$ cat config.mk
export PLATFORM = sky130hd
export DESIGN_NAME = flash_id_probe
export DESIGN_NICKNAME = d
export VERILOG_FILES = /design/src/rtl/flash_probe_pkg.sv /design/src/rtl/fprobe_addr_gen.sv /design/src/rtl/fprobe_seq.sv /design/src/rtl/fprobe_regs.sv /design/src/rtl/flash_id_probe.sv
export SDC_FILE = /design/constraint.sdc
export NUM_CORES = 1
export LEC_CHECK = 0
export ABC_AREA = 1
export BUFFER_PORTS_ARGS = -buffer_cell sky130_fd_sc_hd__clkbuf_2
export CAP_MARGIN = 20
export CORE_MARGIN = 2
export CORE_UTILIZATION = 38
export DETAILED_ROUTE_END_ITERATION = 8
export REMOVE_ABC_BUFFERS = 1
export SETUP_SLACK_MARGIN = 0.02
export SLEW_MARGIN = 0
export SYNTH_ARGS = -nofsm -noshare
export SYNTH_HDL_FRONTEND = slang
export SYNTH_HIERARCHICAL = 1
export SYNTH_SLANG_ARGS = --single-unit
$ cat constraint.sdc
create_clock -name clk -period 7.8 [get_ports clk]
set_input_delay 0.39 -clock clk [delete_from_list [all_inputs] [get_ports clk]]
set_output_delay 0.39 -clock clk [all_outputs]
set_load 0.1 [all_outputs]
$ cat src/rtl/flash_probe_pkg.sv
package flash_probe_pkg;

    localparam int NUM_STEPS = 15;
    localparam int STEP_W    = $clog2(NUM_STEPS + 1);

    localparam logic [15:0] UNLK_A = 16'h5555;
    localparam logic [15:0] UNLK_B = 16'h2AAA;

    localparam logic [7:0] CMD_KEY1    = 8'hAA;
    localparam logic [7:0] CMD_KEY2    = 8'h55;
    localparam logic [7:0] CMD_QUERY   = 8'h98;
    localparam logic [7:0] CMD_AUTOSEL = 8'h90;
    localparam logic [7:0] CMD_RDARRAY = 8'hF0;

    localparam logic [2:0] WIDTH_X16 = 3'd2;

    typedef enum logic [2:0] {
        SEL_UNLK_A, SEL_UNLK_B, SEL_VMAJ, SEL_VMIN, SEL_MFR, SEL_DEV
    } addr_sel_e;

    typedef enum logic [2:0] {
        CAP_NONE, CAP_MAJ, CAP_MIN, CAP_MFR, CAP_DEV
    } cap_e;

    typedef struct packed {
        logic      we;
        addr_sel_e sel;
        logic [7:0] cmd;
        cap_e      cap;
    } step_t;

    function automatic step_t wr_step(input logic [7:0] c, input addr_sel_e s);
        step_t r;
        r.we = 1'b1; r.sel = s; r.cmd = c; r.cap = CAP_NONE;
        return r;
    endfunction

    function automatic step_t rd_step(input addr_sel_e s, input cap_e k);
        step_t r;
        r.we = 1'b0; r.sel = s; r.cmd = 8'h00; r.cap = k;
        return r;
    endfunction

    // Fixed probe program: query entry, version reads, reset,
    // autoselect entry, code reads, query re-entry, final reset.
    function automatic step_t step_lookup(input logic [STEP_W-1:0] idx);
        case (idx)
            4'd0:  return wr_step(CMD_KEY1,    SEL_UNLK_A);
            4'd1:  return wr_step(CMD_KEY2,    SEL_UNLK_B);
            4'd2:  return wr_step(CMD_QUERY,   SEL_UNLK_A);
            4'd3:  return rd_step(SEL_VMAJ, CAP_MAJ);
            4'd4:  return rd_step(SEL_VMIN, CAP_MIN);
            4'd5:  return wr_step(CMD_RDARRAY, SEL_UNLK_A);
            4'd6:  return wr_step(CMD_KEY1,    SEL_UNLK_A);
            4'd7:  return wr_step(CMD_KEY2,    SEL_UNLK_B);
            4'd8:  return wr_step(CMD_AUTOSEL, SEL_UNLK_A);
            4'd9:  return rd_step(SEL_MFR, CAP_MFR);
            4'd10: return rd_step(SEL_DEV, CAP_DEV);
            4'd11: return wr_step(CMD_KEY1,    SEL_UNLK_A);
            4'd12: return wr_step(CMD_KEY2,    SEL_UNLK_B);
            4'd13: return wr_step(CMD_QUERY,   SEL_UNLK_A);
            default: return wr_step(CMD_RDARRAY, SEL_UNLK_A);
        endcase
    endfunction

endpackage

$ cat src/rtl/fprobe_addr_gen.sv
module fprobe_addr_gen
    import flash_probe_pkg::*;
#(
    parameter int ADDR_W = 24,
    parameter int OFS_W  = 16
) (
    input  logic [ADDR_W-1:0] base,
    input  logic [OFS_W-1:0]  tbl_ofs,
    input  logic [5:0]        factor,
    input  addr_sel_e         sel,
    output logic [ADDR_W-1:0] addr
);
    logic [ADDR_W-1:0] word_idx;

    always_comb begin
        case (sel)
            SEL_UNLK_A: word_idx = ADDR_W'(UNLK_A);
            SEL_UNLK_B: word_idx = ADDR_W'(UNLK_B);
            SEL_VMAJ:   word_idx = ADDR_W'(tbl_ofs) + ADDR_W'(3);
            SEL_VMIN:   word_idx = ADDR_W'(tbl_ofs) + ADDR_W'(4);
            SEL_DEV:    word_idx = ADDR_W'(1);
            default:    word_idx = '0;
        endcase
        addr = base + word_idx * ADDR_W'(factor);
    end
endmodule

$ cat src/rtl/fprobe_seq.sv
module fprobe_seq
    import flash_probe_pkg::*;
(
    input  logic              clk,
    input  logic              rst_n,
    input  logic              start,
    input  logic [2:0]        dev_width,
    input  logic              bus_ack,
    output logic              busy,
    output logic [STEP_W-1:0] step_idx,
    output logic              launch,
    output logic              err
);
    typedef struct packed {
        logic              run;
        logic [STEP_W-1:0] step;
        logic              err;
    } seq_t;

    seq_t s_d, s_q;

    always_comb begin
        s_d    = s_q;
        launch = 1'b0;
        if (!s_q.run) begin
            if (start) begin
                if (dev_width == WIDTH_X16) begin
                    s_d.run  = 1'b1;
                    s_d.step = '0;
                    s_d.err  = 1'b0;
                    launch   = 1'b1;
                end else begin
                    s_d.err = 1'b1;
                end
            end
        end else if (bus_ack) begin
            if (s_q.step == STEP_W'(NUM_STEPS - 1)) begin
                s_d.run  = 1'b0;
                s_d.step = '0;
            end else begin
                s_d.step = s_q.step + 1'b1;
            end
        end
    end

    always_ff @(posedge clk or negedge rst_n) begin
        if (!rst_n) s_q <= '0;
        else        s_q <= s_d;
    end

    assign busy     = s_q.run;
    assign step_idx = s_q.step;
    assign err      = s_q.err;
endmodule

$ cat src/rtl/fprobe_regs.sv
module fprobe_regs
    import flash_probe_pkg::*;
#(
    parameter int ADDR_W = 24,
    parameter int OFS_W  = 16
) (
    input  logic              clk,
    input  logic              rst_n,
    input  logic              launch,
    input  logic [ADDR_W-1:0] base_in,
    input  logic [OFS_W-1:0]  ofs_in,
    input  logic [5:0]        fact_in,
    input  cap_e              cap,
    input  logic              bus_ack,
    input  logic [7:0]        rdata,
    output logic [ADDR_W-1:0] base_q,
    output logic [OFS_W-1:0]  ofs_q,
    output logic [5:0]        fact_q,
    output logic [7:0]        maj_q,
    output logic [7:0]        min_q,
    output logic [7:0]        mfr_q,
    output logic [7:0]        dev_q,
    output logic              valid_q
);
    typedef struct packed {
        logic [ADDR_W-1:0] base;
        logic [OFS_W-1:0]  ofs;
        logic [5:0]        fact;
        logic [7:0]        maj;
        logic [7:0]        min;
        logic [7:0]        mfr;
        logic [7:0]        dev;
        logic              valid;
    } regs_t;

    regs_t r_d, r_q;

    always_comb begin
        r_d       = r_q;
        r_d.valid = 1'b0;
        if (launch) begin
            r_d.base = base_in;
            r_d.ofs  = ofs_in;
            r_d.fact = fact_in;
        end
        if (bus_ack) begin
            case (cap)
                CAP_MAJ: r_d.maj = rdata;
                CAP_MIN: r_d.min = rdata;
                CAP_MFR: r_d.mfr = rdata;
                CAP_DEV: begin
                    r_d.dev   = rdata;
                    r_d.valid = 1'b1;
                end
                default: ;
            endcase
        end
    end

    always_ff @(posedge clk or negedge rst_n) begin
        if (!rst_n) r_q <= '0;
        else        r_q <= r_d;
    end

    assign base_q  = r_q.base;
    assign ofs_q   = r_q.ofs;
    assign fact_q  = r_q.fact;
    assign maj_q   = r_q.maj;
    assign min_q   = r_q.min;
    assign mfr_q   = r_q.mfr;
    assign dev_q   = r_q.dev;
    assign valid_q = r_q.valid;
endmodule

$ cat src/rtl/flash_id_probe.sv
module flash_id_probe
    import flash_probe_pkg::*;
#(
    parameter int ADDR_W = 24,
    parameter int OFS_W  = 16,
    parameter int DATA_W = 16
) (
    input  logic              clk,
    input  logic              rst_n,
    input  logic              start,
    input  logic              use_primary,
    input  logic [ADDR_W-1:0] base_addr,
    input  logic [OFS_W-1:0]  prim_ofs,
    input  logic [OFS_W-1:0]  alt_ofs,
    input  logic [2:0]        cfg_interleave,
    input  logic [2:0]        cfg_dev_width,
    output logic              bus_req,
    output logic              bus_we,
    output logic [ADDR_W-1:0] bus_addr,
    output logic [DATA_W-1:0] bus_wdata,
    input  logic              bus_ack,
    input  logic [7:0]        bus_rdata,
    output logic              busy,
    output logic              id_valid,
    output logic              id_error,
    output logic [7:0]        tbl_major,
    output logic [7:0]        tbl_minor,
    output logic [7:0]        mfr_code,
    output logic [7:0]        dev_code
);
    localparam int PAD_W = DATA_W - 8;

    logic [STEP_W-1:0] step_idx;
    logic              launch;
    step_t             cur;
    cap_e              cap_now;
    logic [ADDR_W-1:0] base_q;
    logic [OFS_W-1:0]  ofs_q;
    logic [5:0]        fact_q;
    logic [5:0]        fact_in;
    logic [OFS_W-1:0]  ofs_in;

    fprobe_seq seq_i (
        .clk       (clk),
        .rst_n     (rst_n),
        .start     (start),
        .dev_width (cfg_dev_width),
        .bus_ack   (bus_ack),
        .busy      (busy),
        .step_idx  (step_idx),
        .launch    (launch),
        .err       (id_error)
    );

    always_comb begin
        cur     = step_lookup(step_idx);
        cap_now = busy ? cur.cap : CAP_NONE;
        fact_in = 6'(cfg_interleave) * 6'(cfg_dev_width);
        ofs_in  = use_primary ? prim_ofs : alt_ofs;
    end

    fprobe_regs #(.ADDR_W(ADDR_W), .OFS_W(OFS_W)) regs_i (
        .clk     (clk),
        .rst_n   (rst_n),
        .launch  (launch),
        .base_in (base_addr),
        .ofs_in  (ofs_in),
        .fact_in (fact_in),
        .cap     (cap_now),
        .bus_ack (bus_ack),
        .rdata   (bus_rdata),
        .base_q  (base_q),
        .ofs_q   (ofs_q),
        .fact_q  (fact_q),
        .maj_q   (tbl_major),
        .min_q   (tbl_minor),
        .mfr_q   (mfr_code),
        .dev_q   (dev_code),
        .valid_q (id_valid)
    );

    fprobe_addr_gen #(.ADDR_W(ADDR_W), .OFS_W(OFS_W)) agen_i (
        .base    (base_q),
        .tbl_ofs (ofs_q),
        .factor  (fact_q),
        .sel     (cur.sel),
        .addr    (bus_addr)
    );

    assign bus_req   = busy;
    assign bus_we    = cur.we;
    assign bus_wdata = cur.we ? {{PAD_W{1'b0}}, cur.cmd} : '0;
endmodule

; ---- Word-level counts from Yosys, hierarchy flattened
; Memories as Yosys holds them, arrays and structs flattened.
; Index checks and enable logic that the tools add are counted.
[classes]
n_addsub = 4
multipliers = 2
eq_ne = 11
mux = 16
bitwise = 1
n_reduce_logical = 9
[ops]
columns = cell, n
row1 = $pmux 24 s5, 1
row2 = $add 24x24->24, 1
row3 = $mul 24x6->24, 1
row4 = $add 16x2->17 const B, 1
row5 = $add 16x3->17 const B, 1
row6 = $mux 16, 1
row7 = $eq 3x2->1 const B, 5
row8 = $mux 5, 3
row9 = $reduce_and 2->1, 5
row10 = $mux 8, 1
row11 = $mux 1, 7
row12 = $eq 3x1->1 const B, 2
row13 = $eq 3x3->1 const B, 2
row14 = $mul 3x3->6, 1
row15 = $mux 6, 1
row16 = $add 4x1->4 const B, 1
row17 = $eq 4x4->1 const B, 1
row18 = $mux 4, 1
row19 = $reduce_bool 2->1, 2
row20 = $logic_not 3->1, 1
row21 = $mux 3, 1
row22 = $reduce_and 3->1, 1
row23 = $ne 2x2->1 const B, 1
row24 = $not 1->1, 1
[totals]
reg_bits = 85
romBits = 240
in_bits = 75
output_inout_bits = 77
wordCells = 55
mem_count = 1
[memory_table]
columns = name, words, word_bits, read_ports, rd_clocked_by_memory_dff, write_ports, line_no
row1 = (no name shown), 16, 15, 1, 0, 0, flash_probe_pkg.sv:47  ; case (idx)

; ---- Longest topological paths before layout
; Gate-level depths: netlist (run 1).
; An unclocked memory read counts as a cell.
[logic_depth]
ltp_word = 5
mapped_depth = 34
ltp_nobuf = 34

; ---- Cells and area by module
; The synthesis (run 1) kept the hierarchy.
[modules_own_cells]
columns = module, instances, cells_each, area_per_inst_um2, seq_area_each_um2
row1 = fprobe_addr_gen, 1, 840, 5210.0, 0.0
row2 = fprobe_regs, 1, 340, 3090.5, 1976.9
row3 = flash_id_probe, 1, 140, 937.1, 0.0
row4 = fprobe_seq, 1, 44, 336.6, 150.1

; ---- Least setup slack after synthesis (run 1)
; Ideal clock, no wire load.
[synth_path]
path_kind = reg-to-output
startpoint = reg seq_i.s_q (netlist bit seq_i/step_idx[0])
endpoint = out bus_addr[11]
arrival_ns = 6.453
required_ns = 7.410
slack_ns = 0.957
path_stages_with_launch = 26
n_path_buf = 1
path_cell_list = dfrtp_1 > inv_1 > ha_1 > inv_1 > nand2_1 > nand3_1 > o21a_1 > inv_2 > nor2_2 > buf_2 > nand2_1 > o21ai_1 > nor2_2 > nor2_1 > fa_1 > fa_1 > fa_1 > inv_1 > fa_1 > inv_1 > ha_1 > nand2_1 > nor2_1 > o21ai_0 > nand3_1 > xor2_1
[synth_lines]
columns = item, line_no
row1 = start: declaration, fprobe_seq.sv:20  ; seq_t s_d, s_q;
row2 = start signal: assignment, fprobe_seq.sv:47  ; if (!rst_n) s_q <= '0;
row3 = start signal: assignment, fprobe_seq.sv:48  ; else s_q <= s_d;
row4 = end: declaration, flash_id_probe.sv:19  ; output logic [ADDR_W-1:0] bus_addr,

==> flow_summary.yaml, run 1 <==
synth:
  synth_compound_area_share_pct: 5.59
  synth.area.top_cells: "dfrtp_1 22%, fa_1 17%, nand2_1 15%, inv_1 12%, ha_1 6.9%"
  synth_top_cell_by_area: "dfrtp_1"
  synth_top_family_by_area: "simple AND/OR/NAND/NOR gates"
  ys_seq_area_share_pct: 22.2
  synth_top_area_share_pct: 22.2
  synthMuxAreaShare_pct: 2.27
  synth_common_cells: "394 x nand2_1, 302 x inv_1, 112 x nor2_1, 96 x nand3_1, 85 x dfrtp_1"
  yosysWarnings: 6
  synth_seq_cells: 85
  synthCells: 1364
  avgSynthCellArea_sq_um: 7.02
  synth-edff-count: 0
  yosys.area_share.simple_pct: 29.7
  synth.distinct_cells: 40
  synthAdderAreaFrac_pct: 24.3
  synth_most_common_cell: "nand2_1"
  ys_async_sr_fraction_pct: 100
  synth_xor_area_share_pct: 1.28
  ys.flop_type: "dfrtp_1"
  synth_area_sq_um: 9570
sta:
  finalCriticalPeriod_ns: 7.31
  fin_setup_tns_ns: 0
  setup_viol: 0
  finalClockSkew_ns: 0.0128
  fmax_ghz: 0.137
  hold_viol: 0
  rsz0062_at_grt: "false"
  slew_viol_final: 0
  relSlewSlack_pct: 56.7
  period_share_pct: 93.7
  worst_slew_pin_slew_ns: 0.649
finish:
  n_antenna_cell: 0
  fill_cells: 2668
  drive_above_1_share_pct: 15.1
  syn_to_final_growth_pct: 13.4
  multi_input_area_sq_um: 6080
  regArea_sq_um: 2130
  fin_nets: 1703
floorplan:
  start_util_pct: 38.4
  row_count: 58
  num_io_pins: 152
  die_x_microns: 163
  die_area_sq_um: 26500
  die_h_microns: 163
  coreArea_sq_um: 25000
clock_tree:
  cts-root-buf: "clkbuf_16"
  numClockSinks: 85
  cts_buffer_depth: 2
  cts_setup_buffers: 0
  cts_tree: "built"
  cts_resized: 0
  clk_pin_slew_worst_paths_ns: 0.07
  htreeDepth: 3
  ctsHoldBuffers: 0
  insertion_delay_ns: 0.36
  cts_made_buffers: 9
critical_path:
  critPathLaunchType: "register"
  crit_slowest_cell: "fa_1"
  ff2ff_setup_slack_ns: 5.28
  r2r-end: "regs_i/mfr_q[5]$_DFFE_PN0P_"
  crit_type: "register to output pin"
  path_common_cell: "inv_1"
  worstPathArrival_ns: 6.92
  crit_fanout: 11
  cp-end-kind: "output pin"
  required_ns: 7.41
  reg2regPathDepth: 11
  slowest_delay_ns: 0.58
  rr_startpoint: "seq_i/step_idx[1]$_DFFE_PN0P_"
global_routing:
  grt_pass1_vias: 8410
  grt_pass1_wl_microns: 41100
  grt-ovfl-total: 0
  grt_max_degree: 51
  antenna_found_initial: 0
  grt_usage_pct: 19.2
status:
  status: "completed"
min_path:
  hold_path.class: "primary input to asynchronous set/reset pin"
detailed_routing:
  vias: 8503
  avgViaCountPerCell: 4.65
  drtIter0Drc: 480
  antenna_left: 0
  wl_microns: 24600
  first_pass_iters: 7
  drcViolationCount: 0
  wire_per_inst_microns: 13.5
placement:
  dp_hpwl_microns: 19800
  portBuffers: 143
  place.gp.congestion: 0.892
run:
  max_cap_viol_count: 0
==> kinds of logic after synthesis <==
family / after synthesis
buf+inv: 348
xor+xnor: 14
flops: 85
other cells: 1
mux: 16
simple gates: 662
compound gates: 102
fa+ha+maj: 136
==> routing by layer <==
layer / GRT usage [%] / wire length [microns] / up-vias
met2: 32.8 / 11300 / 227
li1: - / - / 4334
met4: 2.70 / 178 / 0
met3: 3.51 / 1470 / 16
met5: 0 / 0 / -
met1: 26.1 / 11600 / 3926
==> per-stage QoR <==
stage / util, % / hold slack (ns) / worst slack, ns / cell area (sq um) / instances
after floorplan: - / 0.0944 / 0.757 / 9380 / 1335
after global placement: 42.2 / 0.430 / 0.805 / 10500 / 1811
after detailed placement: 42.2 / 0.428 / 0.772 / 10500 / 1811
after CTS: 43.4 / 0.0471 / 0.334 / 10800 / 1827
after global routing: 43.5 / 0.0664 / 0.0626 / 10900 / 1827
final: 43.5 / 0.0343 / 0.490 / 10900 / 1827
==> area by class of cell <==
type / count / share of cell area, %
inverter: 312 / 10.8
sequential: 85 / 19.6
timing repair buffer: 146 / 6.93
clock inverter: 7 / 0.795
tap: 330 / 3.80
multi-input combinational: 938 / 56.0
clock buffer: 9 / 2.07
==> placed cells by master (no fill, tap or decap), types with 2 or more instances in the layout <==
cell       instances
nand2_1          394
inv_1            302
clkbuf_2         137
nor2_1           112
nand3_1           96
dfrtp_1           85
fa_1              83
o21ai_0           59
ha_1              53
a21oi_1           34
nand4_1           15
xor2_1            12
nor2_2            11
mux2_4            10
clkbuf_16          9
conb_1             8
nor2_4             8
inv_2              7
nand2_2            7
nand3_2            6
mux2_2             6
clkbuf_4           5
buf_4              4
inv_6              3
nand2_4            3
nor3_1             3
xnor2_1            2
o211ai_1           2
clkinv_1           2
nor3_2             2
o21ai_1            2
o21bai_1           2
nand3b_1           2
clkinv_8           2
==> worst max path at each step <==
stage	startpoint	to	slack, ns	cells after the start
after floorplan	seq_i/step_idx[0]$_DFFE_PN0P_	bus_addr[13]	0.76	26
after global placement	seq_i/step_idx[0]$_DFFE_PN0P_	bus_addr[20]	0.80	29
after detailed placement	seq_i/step_idx[0]$_DFFE_PN0P_	bus_addr[20]	0.77	29
after CTS	seq_i/step_idx[0]$_DFFE_PN0P_	bus_addr[20]	0.33	29
after global routing	seq_i/step_idx[0]$_DFFE_PN0P_	bus_addr[12]	0.06	29
final	seq_i/step_idx[0]$_DFFE_PN0P_	bus_addr[10]	0.49	27
==> flip-flops by register name (all words and copies together), names as in the netlist <==
register / cells
regs_i/base_q: 24
regs_i/dev_q: 8
regs_i/fact_q: 6
regs_i/maj_q: 8
regs_i/mfr_q: 8
regs_i/min_q: 8
regs_i/ofs_q: 16
regs_i/valid_q: 1
seq_i/busy: 1
seq_i/err: 1
seq_i/step_idx: 4
==> worst max-delay path, delay by kind of cell (launching register included) <==
family / cells / cell delay [ns]
DFF: 1 / 0.54
xor gates and xnor gates: 1 / 0.26
AOI/OAI and AO/OA: 2 / 0.28
buffers and inverters: 8 / 1.16
and+or+nand+nor: 10 / 1.55
adders and majority gates: 6 / 2.75
Power of run 1 is left out: the tool's default activity adds up to more than one toggle a clock period on the data nets, which glitch-free logic cannot reach.
==> inputs of run 2 (changes only) <==
==> constraint.sdc (replaced) <==
create_clock -name clk -period 7.8 [get_ports clk]
set_input_delay 0.39 -clock clk [delete_from_list [all_inputs] [get_ports clk]]
set_output_delay 0.39 -clock clk [all_outputs]
set_load 0.02 [all_outputs]
==> run 2 against run 1 <==
Compared with the run above: the run now ends with negative hold slack left; fmax shrank 0.29%; clock-buffer cell count is the same; critical path depth grew 1; critical path type unchanged; critical endpoint is now bus_addr[23]; largest cell class unchanged.
==> flow_summary.yaml, run 2 (synthesis results as in run 1) <==
status:
  status: "complete, but fails checks"
  violations: "negative hold slack"
finish:
  mostFrequentLayoutCells: "394 x nand2_1, 302 x inv_1, 142 x clkbuf_2"
  drive_above_1_share_pct: 15.0
  fill_cells: 2631
  n_antenna_cell: 0
  fin_cells: 1826
  syn_to_final_growth_pct: 13.2
  fin_nets: 1702
  final_common_cell: "nand2_1"
  largest_reg_flops: 24
critical_path:
  path_depth: 28
  required_ns: 7.41
  critPathBufInv: 7
  rr_startpoint: "seq_i/step_idx[1]$_DFFE_PN0P_"
  cp-startpoint: "seq_i/step_idx[0]$_DFFE_PN0P_"
  path_common_cell: "nand2_1"
  slowest_delay_ns: 0.56
  crit_fanout: 14
  reg2regPathDepth: 11
  worstPathArrival_ns: 6.94
  crit_slowest_cell: "nor2_2"
  critPathLaunchType: "register"
  crit_type: "register to output pin"
  critical-path-top-delay-family: "adder cells"
  cp-end-kind: "output pin"
detailed_routing:
  first_pass_iters: 5
  avgViaCountPerCell: 4.77
  drtIter0Drc: 512
  wl_microns: 24900
  vias: 8707
  antenna_left: 0
  wire_per_inst_microns: 13.6
  drcViolationCount: 0
placement:
  portBuffers: 143
  place.gp.congestion: 0.888
  place_inst: 1810
  dp_hpwl_microns: 19900
  dpl_worst_slack_ns: 0.958
floorplan:
  num_io_pins: 152
  start_util_pct: 38.4
  die_h_microns: 163
  die_x_microns: 163
  row_count: 58
  coreArea_sq_um: 25000
  die_area_sq_um: 26500
clock_tree:
  numClockSinks: 85
  clk_pin_slew_worst_paths_ns: 0.08
  cts-root-buf: "clkbuf_16"
  cts_resized: 0
  cts_setup_buffers: 0
  cts_tree: "built"
  ctsHoldBuffers: 0
  htreeDepth: 3
  insertion_delay_ns: 0.36
  cts_made_buffers: 9
  cts_buffer_depth: 2
sta:
  holdWs_ns: -0.00882
  setup_viol: 0
  relSlewSlack_pct: 52.6
  worst_slew_pin_slew_ns: 0.712
  fmax_ghz: 0.136
  finalCriticalPeriod_ns: 7.33
  slew_viol_final: 0
  rsz0062_at_grt: "false"
  hold_viol: 8
  worst_slack_ns: 0.469
  fin_setup_tns_ns: 0
  period_share_pct: 94.0
  finalClockSkew_ns: 0.00715
run:
  max_cap_viol_count: 0
global_routing:
  antenna_found_initial: 0
  grt-ovfl-total: 0
  grt_max_degree: 69
  grt_pass1_wl_microns: 41400
  grt_usage_pct: 19.3
  grt_pass1_vias: 8519
min_path:
  hold_path.class: "primary input to asynchronous set/reset pin"
## run 2: cell count changes in the layout (fill, tap and decap cells not counted), sizes merged
cell,delta
buf,-1
clkinv,+1
inv,-1
## run 2: worst register-to-register path, delay by kind of cell, from the launching register on
family	cells	cell delay (ns)
AOI/OAI and AO/OA	1	0.39
adders and majority gates	1	0.19
buffers and inverters	2	0.30
and+or+nand+nor	7	1.12
DFF	1	0.48
## run 2: path summary, 6_finish.rpt
check	to	slack (ns)
worst max-delay path	bus_addr[23]	0.47
worst min-delay path	regs_i/base_q[4]$_DFFE_PN0P_	-0.009
worst max register to register	regs_i/min_q[3]$_DFFE_PN0P_	5.21
worst min register to register	regs_i/mfr_q[6]$_DFFE_PN0P_	0.48
max in group asynchronous	regs_i/maj_q[7]$_DFFE_PN0P_	6.72
min in group clk	regs_i/base_q[12]$_DFFE_PN0P_	0.23
## run 2: cell type report
type | instances | area, sq um | area share (%)
clock buffer | 9 | 225 | 2.08
tap | 330 | 413 | 3.81
sequential | 85 | 2130 | 19.6
inverter | 312 | 1180 | 10.9
multi-input combinational | 938 | 6080 | 56.1
clock inverter | 7 | 88.8 | 0.820
timing repair buffer | 145 | 733 | 6.76
## run 2: layer usage
metal	share of wire (%)	up-vias	GRT usage, %
met3	5.8	34	3.16
met2	45	252	31.7
li1	-	4336	-
met4	1.6	0	4.47
met5	0	-	0
met1	47	4085	26.8
## run 2: stage by stage
step	instance area [sq um]	utilization (%)
2_1_floorplan	9380	-
3_3_place_gp	10500	42.2
3_5_place_dp	10500	42.2
4_1_cts	10800	43.4
5_1_grt	10800	43.4
6_report	10800	43.4
Power of run 2 is left out for the same reason.
